===== config.mk =====
export PLATFORM = sky130hd
export DESIGN_NAME = aow_seq
export DESIGN_NICKNAME = d
export VERILOG_FILES = /design/src/rtl/aow_pkg.sv /design/src/rtl/aow_crc8.sv /design/src/rtl/aow_cells.sv /design/src/rtl/aow_ctrl.sv /design/src/rtl/aow_seq.sv
export SDC_FILE = /design/constraint.sdc
export NUM_CORES = 2
export LEC_CHECK = 0
export BUFFER_PORTS_ARGS = -buffer_cell sky130_fd_sc_hd__buf_4
export CORE_MARGIN = 2
export CORE_UTILIZATION = 45
export DETAILED_ROUTE_END_ITERATION = 10
export SETUP_SLACK_MARGIN = 0.1
export SLEW_MARGIN = 10
export SYNTH_ARGS = -nofsm -noshare
export SYNTH_HDL_FRONTEND = slang
export SYNTH_SLANG_ARGS = --single-unit

===== constraint.sdc =====
create_clock -name clk -period 10.5 [get_ports clk]
set_clock_uncertainty 0.15 [all_clocks]
set_input_delay 1.575 -clock clk [delete_from_list [all_inputs] [get_ports clk]]
set_output_delay 1.575 -clock clk [all_outputs]
set_load 0.005 [all_outputs]

===== src/rtl/aow_pkg.sv =====
// Shared definitions for the add-only write sequencer.
// Assumes bytes enter the check code least significant bit first.
package aow_pkg;

    localparam logic [7:0] CMD_WR_ARRAY  = 8'h0F;
    localparam logic [7:0] CMD_WR_STATUS = 8'h55;
    localparam logic [7:0] IDLE_BYTE     = 8'hFF;
    localparam logic [7:0] CRC_POLY_REFL = 8'h8C;  // x^8+x^5+x^4+1, reflected

    typedef enum logic [2:0] {
        SQ_IDLE,
        SQ_ADDR_LO,
        SQ_ADDR_HI,
        SQ_DATA,
        SQ_CRC_RD,
        SQ_PROG_WAIT,
        SQ_VFY_RD,
        SQ_HALT
    } seq_state_t;

    // Advance the check code by one byte, LSB first.
    function automatic logic [7:0] crc8_byte(input logic [7:0] crc_in,
                                             input logic [7:0] din);
        logic [7:0] acc;
        acc = crc_in;
        for (int b = 0; b < 8; b++) begin
            if (acc[0] ^ din[b]) acc = (acc >> 1) ^ CRC_POLY_REFL;
            else                 acc = acc >> 1;
        end
        return acc;
    endfunction

endpackage


===== src/rtl/aow_crc8.sv =====
// Check-code register. Seed loading and byte shifting can happen in the same
// cycle; the shift then starts from the seed.
// Assumes the controller never asks for a shift without a valid byte.
module aow_crc8 (
    input  logic       clk,
    input  logic       rst_n,
    input  logic       load,
    input  logic [7:0] seed,
    input  logic       shift,
    input  logic [7:0] din,
    output logic [7:0] crc
);
    import aow_pkg::*;

    logic [7:0] base_w;

    // Pick the starting value: the fresh seed or the running code.
    always_comb base_w = load ? seed : crc;

    // Hold or advance the running code.
    always_ff @(posedge clk) begin
        if (!rst_n)     crc <= 8'h00;
        else if (shift) crc <= crc8_byte(base_w, din);
        else            crc <= base_w;
    end
endmodule


===== src/rtl/aow_cells.sv =====
// Add-only storage: a data array and a status field. A write can only clear
// bits (AND with the new byte). The last status byte is fixed at zero.
// Assumes both depths are powers of two.
module aow_cells #(
    parameter int ARRAY_DEPTH  = 128,
    parameter int STATUS_DEPTH = 8,
    localparam int AIW = $clog2(ARRAY_DEPTH),
    localparam int SIW = $clog2(STATUS_DEPTH)
) (
    input  logic           clk,
    input  logic           rst_n,
    input  logic           sel_status,
    input  logic [AIW-1:0] arr_idx,
    input  logic [SIW-1:0] stat_idx,
    input  logic           we,
    input  logic [7:0]     wdata,
    output logic [7:0]     rd_data
);
    logic [7:0] arr_q  [ARRAY_DEPTH];
    logic [7:0] stat_w [STATUS_DEPTH];

    // Data array: power-on erased to FFh, AND-only updates.
    always_ff @(posedge clk) begin
        if (!rst_n) begin
            for (int i = 0; i < ARRAY_DEPTH; i++) arr_q[i] <= 8'hFF;
        end else if (we && !sel_status) begin
            arr_q[arr_idx] <= arr_q[arr_idx] & wdata;
        end
    end

    // Status field: erasable bytes plus one fixed zero byte at the top.
    for (genvar g = 0; g < STATUS_DEPTH; g++) begin : g_stat
        if (g == STATUS_DEPTH - 1) begin : g_fixed
            assign stat_w[g] = 8'h00;
        end else begin : g_cell
            logic [7:0] cell_q;
            // One status byte: erased at power-on, AND-only updates.
            always_ff @(posedge clk) begin
                if (!rst_n)
                    cell_q <= 8'hFF;
                else if (we && sel_status && (stat_idx == SIW'(g)))
                    cell_q <= cell_q & wdata;
            end
            assign stat_w[g] = cell_q;
        end
    end

    // Read the addressed cell of the selected space.
    always_comb rd_data = sel_status ? stat_w[stat_idx] : arr_q[arr_idx];
endmodule


===== src/rtl/aow_ctrl.sv =====
// Command sequencer: decodes the command, collects the address and the data,
// steers the check code, gates the program strobe and steps the address.
// Assumes the strobes are one cycle wide and a bus reset outranks them all.
module aow_ctrl #(
    parameter int ARRAY_DEPTH  = 128,
    parameter int STATUS_DEPTH = 8,
    parameter int ADDR_W       = 16,
    localparam int AIW = $clog2(ARRAY_DEPTH),
    localparam int SIW = $clog2(STATUS_DEPTH)
) (
    input  logic                clk,
    input  logic                rst_n,
    input  logic                bus_reset,
    input  logic                rx_valid,
    input  logic [7:0]          rx_byte,
    input  logic                tx_req,
    input  logic                prog_pulse,
    output aow_pkg::seq_state_t state,
    output logic                sel_status,
    output logic [AIW-1:0]      arr_idx,
    output logic [SIW-1:0]      stat_idx,
    output logic                cell_we,
    output logic [7:0]          wdata,
    output logic                crc_load,
    output logic [7:0]          crc_seed,
    output logic                crc_shift,
    output logic [7:0]          crc_din
);
    import aow_pkg::*;

    logic [ADDR_W-1:0] addr_q;
    logic [ADDR_W-1:0] addr_inc;
    logic [7:0]        data_q;
    logic              at_last;
    logic              cmd_ok;

    // Decode the command, derive the next address, and detect the last location.
    always_comb begin
        cmd_ok   = (rx_byte == CMD_WR_ARRAY) || (rx_byte == CMD_WR_STATUS);
        addr_inc = addr_q + 1'b1;
        at_last  = sel_status ? (addr_q[SIW-1:0] == SIW'(STATUS_DEPTH - 1))
                              : (addr_q[AIW-1:0] == AIW'(ARRAY_DEPTH - 1));
    end

    // Sequence state, address counter and data latch.
    always_ff @(posedge clk) begin
        if (!rst_n) begin
            state      <= SQ_IDLE;
            addr_q     <= '0;
            sel_status <= 1'b0;
            data_q     <= 8'hFF;
        end else if (bus_reset) begin
            state <= SQ_IDLE;
        end else begin
            case (state)
                SQ_IDLE: if (rx_valid) begin
                    sel_status <= (rx_byte == CMD_WR_STATUS);
                    state      <= cmd_ok ? SQ_ADDR_LO : SQ_HALT;
                end
                SQ_ADDR_LO: if (rx_valid) begin
                    addr_q[7:0] <= rx_byte;
                    state       <= SQ_ADDR_HI;
                end
                SQ_ADDR_HI: if (rx_valid) begin
                    addr_q[ADDR_W-1:8] <= rx_byte[ADDR_W-9:0];
                    state              <= SQ_DATA;
                end
                SQ_DATA: if (rx_valid) begin
                    data_q <= rx_byte;
                    state  <= SQ_CRC_RD;
                end
                SQ_CRC_RD:    if (tx_req)     state <= SQ_PROG_WAIT;
                SQ_PROG_WAIT: if (prog_pulse) state <= SQ_VFY_RD;
                SQ_VFY_RD: if (tx_req) begin
                    if (at_last) begin
                        state <= SQ_HALT;
                    end else begin
                        addr_q <= addr_inc;
                        state  <= SQ_DATA;
                    end
                end
                default: state <= SQ_HALT;
            endcase
        end
    end

    // Check-code steering: restart on a command, shift frame bytes, reseed per pass.
    always_comb begin
        crc_load  = 1'b0;
        crc_seed  = 8'h00;
        crc_shift = 1'b0;
        crc_din   = rx_byte;
        if (!bus_reset) begin
            case (state)
                SQ_IDLE: if (rx_valid && cmd_ok) begin
                    crc_load  = 1'b1;
                    crc_shift = 1'b1;
                end
                SQ_ADDR_LO, SQ_ADDR_HI, SQ_DATA: crc_shift = rx_valid;
                SQ_VFY_RD: if (tx_req && !at_last) begin
                    crc_load = 1'b1;
                    crc_seed = addr_inc[7:0];
                end
                default: ;
            endcase
        end
    end

    // Storage controls: a program strobe counts only while awaiting it.
    always_comb begin
        cell_we  = (state == SQ_PROG_WAIT) && prog_pulse && !bus_reset;
        wdata    = data_q;
        arr_idx  = addr_q[AIW-1:0];
        stat_idx = addr_q[SIW-1:0];
    end
endmodule


===== src/rtl/aow_seq.sv =====
// Top of the add-only write sequencer: controller, check-code register,
// storage and the registered transmit byte.
// Assumes a byte-level front end that handles slot timing and the programming voltage.
module aow_seq #(
    parameter int ARRAY_DEPTH  = 128,
    parameter int STATUS_DEPTH = 8,
    parameter int ADDR_W       = 16,
    localparam int AIW = $clog2(ARRAY_DEPTH),
    localparam int SIW = $clog2(STATUS_DEPTH)
) (
    input  logic       clk,
    input  logic       rst_n,
    input  logic       bus_reset,
    input  logic       rx_valid,
    input  logic [7:0] rx_byte,
    input  logic       tx_req,
    output logic       tx_valid,
    output logic [7:0] tx_data,
    input  logic       prog_pulse
);
    import aow_pkg::*;

    seq_state_t     state_w;
    logic           sel_status_w;
    logic [AIW-1:0] arr_idx_w;
    logic [SIW-1:0] stat_idx_w;
    logic           cell_we_w;
    logic [7:0]     wdata_w;
    logic [7:0]     cell_rd_w;
    logic           crc_load_w;
    logic [7:0]     crc_seed_w;
    logic           crc_shift_w;
    logic [7:0]     crc_din_w;
    logic [7:0]     crc_w;

    aow_ctrl #(
        .ARRAY_DEPTH (ARRAY_DEPTH),
        .STATUS_DEPTH(STATUS_DEPTH),
        .ADDR_W      (ADDR_W)
    ) u_ctrl (
        .clk       (clk),
        .rst_n     (rst_n),
        .bus_reset (bus_reset),
        .rx_valid  (rx_valid),
        .rx_byte   (rx_byte),
        .tx_req    (tx_req),
        .prog_pulse(prog_pulse),
        .state     (state_w),
        .sel_status(sel_status_w),
        .arr_idx   (arr_idx_w),
        .stat_idx  (stat_idx_w),
        .cell_we   (cell_we_w),
        .wdata     (wdata_w),
        .crc_load  (crc_load_w),
        .crc_seed  (crc_seed_w),
        .crc_shift (crc_shift_w),
        .crc_din   (crc_din_w)
    );

    aow_crc8 u_crc (
        .clk  (clk),
        .rst_n(rst_n),
        .load (crc_load_w),
        .seed (crc_seed_w),
        .shift(crc_shift_w),
        .din  (crc_din_w),
        .crc  (crc_w)
    );

    aow_cells #(
        .ARRAY_DEPTH (ARRAY_DEPTH),
        .STATUS_DEPTH(STATUS_DEPTH)
    ) u_cells (
        .clk       (clk),
        .rst_n     (rst_n),
        .sel_status(sel_status_w),
        .arr_idx   (arr_idx_w),
        .stat_idx  (stat_idx_w),
        .we        (cell_we_w),
        .wdata     (wdata_w),
        .rd_data   (cell_rd_w)
    );

    // Answer each read request one cycle later with the byte for the current state.
    always_ff @(posedge clk) begin
        if (!rst_n) begin
            tx_valid <= 1'b0;
            tx_data  <= IDLE_BYTE;
        end else begin
            tx_valid <= tx_req;
            if (tx_req) begin
                if (bus_reset)                  tx_data <= IDLE_BYTE;
                else if (state_w == SQ_CRC_RD)  tx_data <= crc_w;
                else if (state_w == SQ_VFY_RD)  tx_data <= cell_rd_w;
                else                            tx_data <= IDLE_BYTE;
            end
        end
    end
endmodule


==> results.cfg <==
[synth]
synth_area_um2 = 49800
avgSynthCellArea_um2 = 13.7
synthArstFlopShare_pct = 0
synth_top_area_share_pct = 61.8
ys.flop_type = edfxtp_1
seq_area_frac_synth_pct = 65.8
yosysWarnings = 0
syn-num-nets = 3666
synth_cell_types = 68
synth_area_leader_cell = edfxtp_1
synth_area_leaders = edfxtp_1 62%, mux4_2 13%, nand2_1 8.6%
synth_edf_count = 1024
ys_ff_latch = 1124
syn_inst = 3646

[critical_path]
path_cells = buf_4, mux4_2, mux4_2, mux2i_1, nor2_1, o221ai_1, or2_4, buf_4, nand2_1
end_kind = flip-flop
worst-path-buf-inv = 2
crit_arrival_ns = 6.43
cpPeakStageDelay_ns = 0.89
cp_max_fo = 65
cp.required_ns = 10.76
slowest_stage = or2_4
start_kind = flip-flop
crit_type = reg -> reg
critPathTopFamily = multiplexers

[finish]
n_fill_cell = 9429
register_area_um2 = 32800
final_core_util_pct = 49.9
multiInputGateArea_um2 = 15700
diodes = 0
area_delta_synth_final_pct = 10.5
nets = 3634
final_layout_size_suffix_gt1_share_pct = 16.8
final_cells = 5199

[clocking]
cts_hold_buf = 0
clkLatencyLatePin_ns = 0.73
cts_sinks = 1124
cts-root-buf = clkbuf_16
cts.clk_slew.worst_paths_ns = 0.06
htree_num_levels = 3
cts.path.max_buffers = 3
cts_resized = 0
cts_setup_buffers = 0
tritoncts = yes
numCtsBuffers = 113

[global_route]
grt_max_degree = 94
first_global_vias = 29969
grt.overflow.total = 0
grt_usage_pct = 23.8
grt_pass1_wl_mm = 200
grt_antenna_before_repair = 3

[timing]
min_period_over_period_pct = 58.8
setup_violations = 0
final-hold-violation-count = 0
finalCriticalPeriod_ns = 6.18
hold-worst-slack_ns = 0.312
setup_tns_ns = 0
rsz0062_at_grt = no
fmax_ghz = 0.162
tightestPinTransition_ns = 1.29
slew_violations = 0
slew_headroom_pct = 13.1

[routing]
drt_iter0_markers = 3468
wirelength_mm = 134
detail-route-antenna-nets = 0
wl_per_cell_um = 25.7
drt-vias-per-instance = 5.84
first_pass_iters = 6
route.vias.total = 30375
drc = 0

[hold_path]
min_path_type = reg -> reg

[floorplan]
initial_core_util_pct = 45.2
die_x_um = 337
core-area_um2 = 110000
die_y_um = 337
io_pins = 23
row_count = 122
design.die.area_um2 = 113000

[power_and_ir_drop]
power_density_nw_per_um2 = 166
vdd_drop_max_uv = 147
power_leakage_nw = 12.5

[place]
dpl.cell_count = 4987
place.gp.congestion = 0.827
place_hpwl_mm = 82.3
portBuffers = 22

[job]
cap_viol_max_count = 0

[run_status]
status = finished clean
[routing by layer]
| metal | global-route usage (%) | vias up | routed length [um] |
|---|---|---|---|
| li1 | - | 13349 | - |
| met1 | 33.9 | 15575 | 56300 |
| met2 | 38.3 | 1243 | 63900 |
| met3 | 3.47 | 206 | 9920 |
| met4 | 6.82 | 2 | 3480 |
| met5 | 0 | - | 13 |
[area by class of cell]
cell class	instances	share of cell area (%)
Sequential cell	1124	59.5
Multi-Input combinational cell	2227	28.5
Clock buffer	146	5.52
Tap cell	1488	3.38
Timing Repair Buffer	138	1.96
Clock inverter	66	1.00
Inverter	10	0.0682
[cells in the mapped netlist (5+ instances only)]
library cell,n
a211oi_1,12
a21oi_1,38
a221oi_1,11
a22o_1,9
a22oi_1,14
a31oi_1,11
and2_1,9
buf_1,21
buf_2,116
buf_4,44
clkbuf_1,102
dfxtp_1,100
edfxtp_1,1024
ha_1,6
inv_1,7
mux2_2,20
mux2i_1,92
mux4_2,277
nand2_1,1144
nand2b_1,7
nand3_1,20
nand4b_1,5
nor2_1,182
nor2b_1,18
nor3_1,16
o21ai_0,230
o221ai_1,5
o22ai_1,13
o31ai_1,5
or3_1,5
xnor2_1,9
[cells by family after synthesis]
group                    after synthesis  share of synthesized area (%)
multiplexers                         389                           14.8
flip-flops                          1124                           65.8
adder cells (fa/ha/maj)                6                          0.151
buffers and inverters                295                           2.88
AND/OR/NAND/NOR                     1433                           11.4
XOR/XNOR                              19                          0.490
AO/OA/AOI/OAI                        380                           4.53
[report_power, final]
| group | total [mW] | leakage [nW] | switching [mW] | internal (mW) |
|---|---|---|---|---|
| Combinational | 0.277 | 3.04 | 0.201 | 0.0755 |
| Sequential | 4.87 | 7.74 | 0.0103 | 4.86 |
| Clock | 3.97 | 1.76 | 1.74 | 2.23 |
[per-stage QoR]
step	power (mW)	setup slack (ns)	area, um2
floorplan	5.14	6.18	49800
global placement	5.24	4.40	51400
detailed placement	5.25	4.35	51400
CTS	9.17	4.32	55000
global route	9.36	3.99	55000
finish	9.12	4.32	55000
[final timing paths]
| kind | slack (ns) | end | start | cells past startpoint |
|---|---|---|---|---|
| worst max-delay path | 4.32 | u_cells.arr_q[11][7] | flip-flop | 9 |
| worst min-delay path | 0.31 | u_cells.g_stat[1].g_cell.cell_q[6] | u_cells.g_stat[1].g_cell.cell_q[6] | 2 |
| worst max register to register | 4.32 | u_cells.arr_q[11][7] | flip-flop | 9 |
| worst min register to register | 0.31 | u_cells.g_stat[1].g_cell.cell_q[6] | u_cells.g_stat[1].g_cell.cell_q[6] | 2 |
[flip-flops by register name, indices dropped and copies added (netlist names), named ones only]
name / count
u_ctrl.sel_status: 1
u_crc.crc: 8
tx_valid: 1
u_ctrl.wdata: 8
tx_data: 8
u_ctrl.addr_q: 8
u_cells.g_stat.g_cell.cell_q: 56
u_cells.arr_q: 1024
u_ctrl.state: 3
[tightest hold or removal path: stages, from the launching register on]
cell,delay [ns]
dfxtp_1,0.30
o21ai_0,0.06
nand2_1,0.05
[cell usage in the layout, fill, tap and decap left out, types with 5 or more instances in the layout]
cell          n
bufinv_16     8
mux2i_1      92
a221oi_1     11
o221ai_1      5
nor2b_1      18
or3_1         5
o21ai_0     207
clkbuf_16   116
o31ai_1       5
mux4_2      277
inv_1         7
nor2_1      182
o21ai_1      25
dfxtp_1      95
and2_1        9
ha_1          6
a22oi_1      14
nand3_2       7
o22ai_1      13
nand2_4       6
nand2_1    1137
buf_4       134
xnor2_1       9
nand3_1      14
clkinv_1     31
nand4b_1      5
a211oi_1     12
a31oi_1      11
nand2b_1      7
a22o_1        9
a21oi_1      38
clkinv_2     21
nor3_1       16
edfxtp_1   1024
clkbuf_1     27
mux2_2       20
Note: power is estimated with default switching activity, not from simulation.
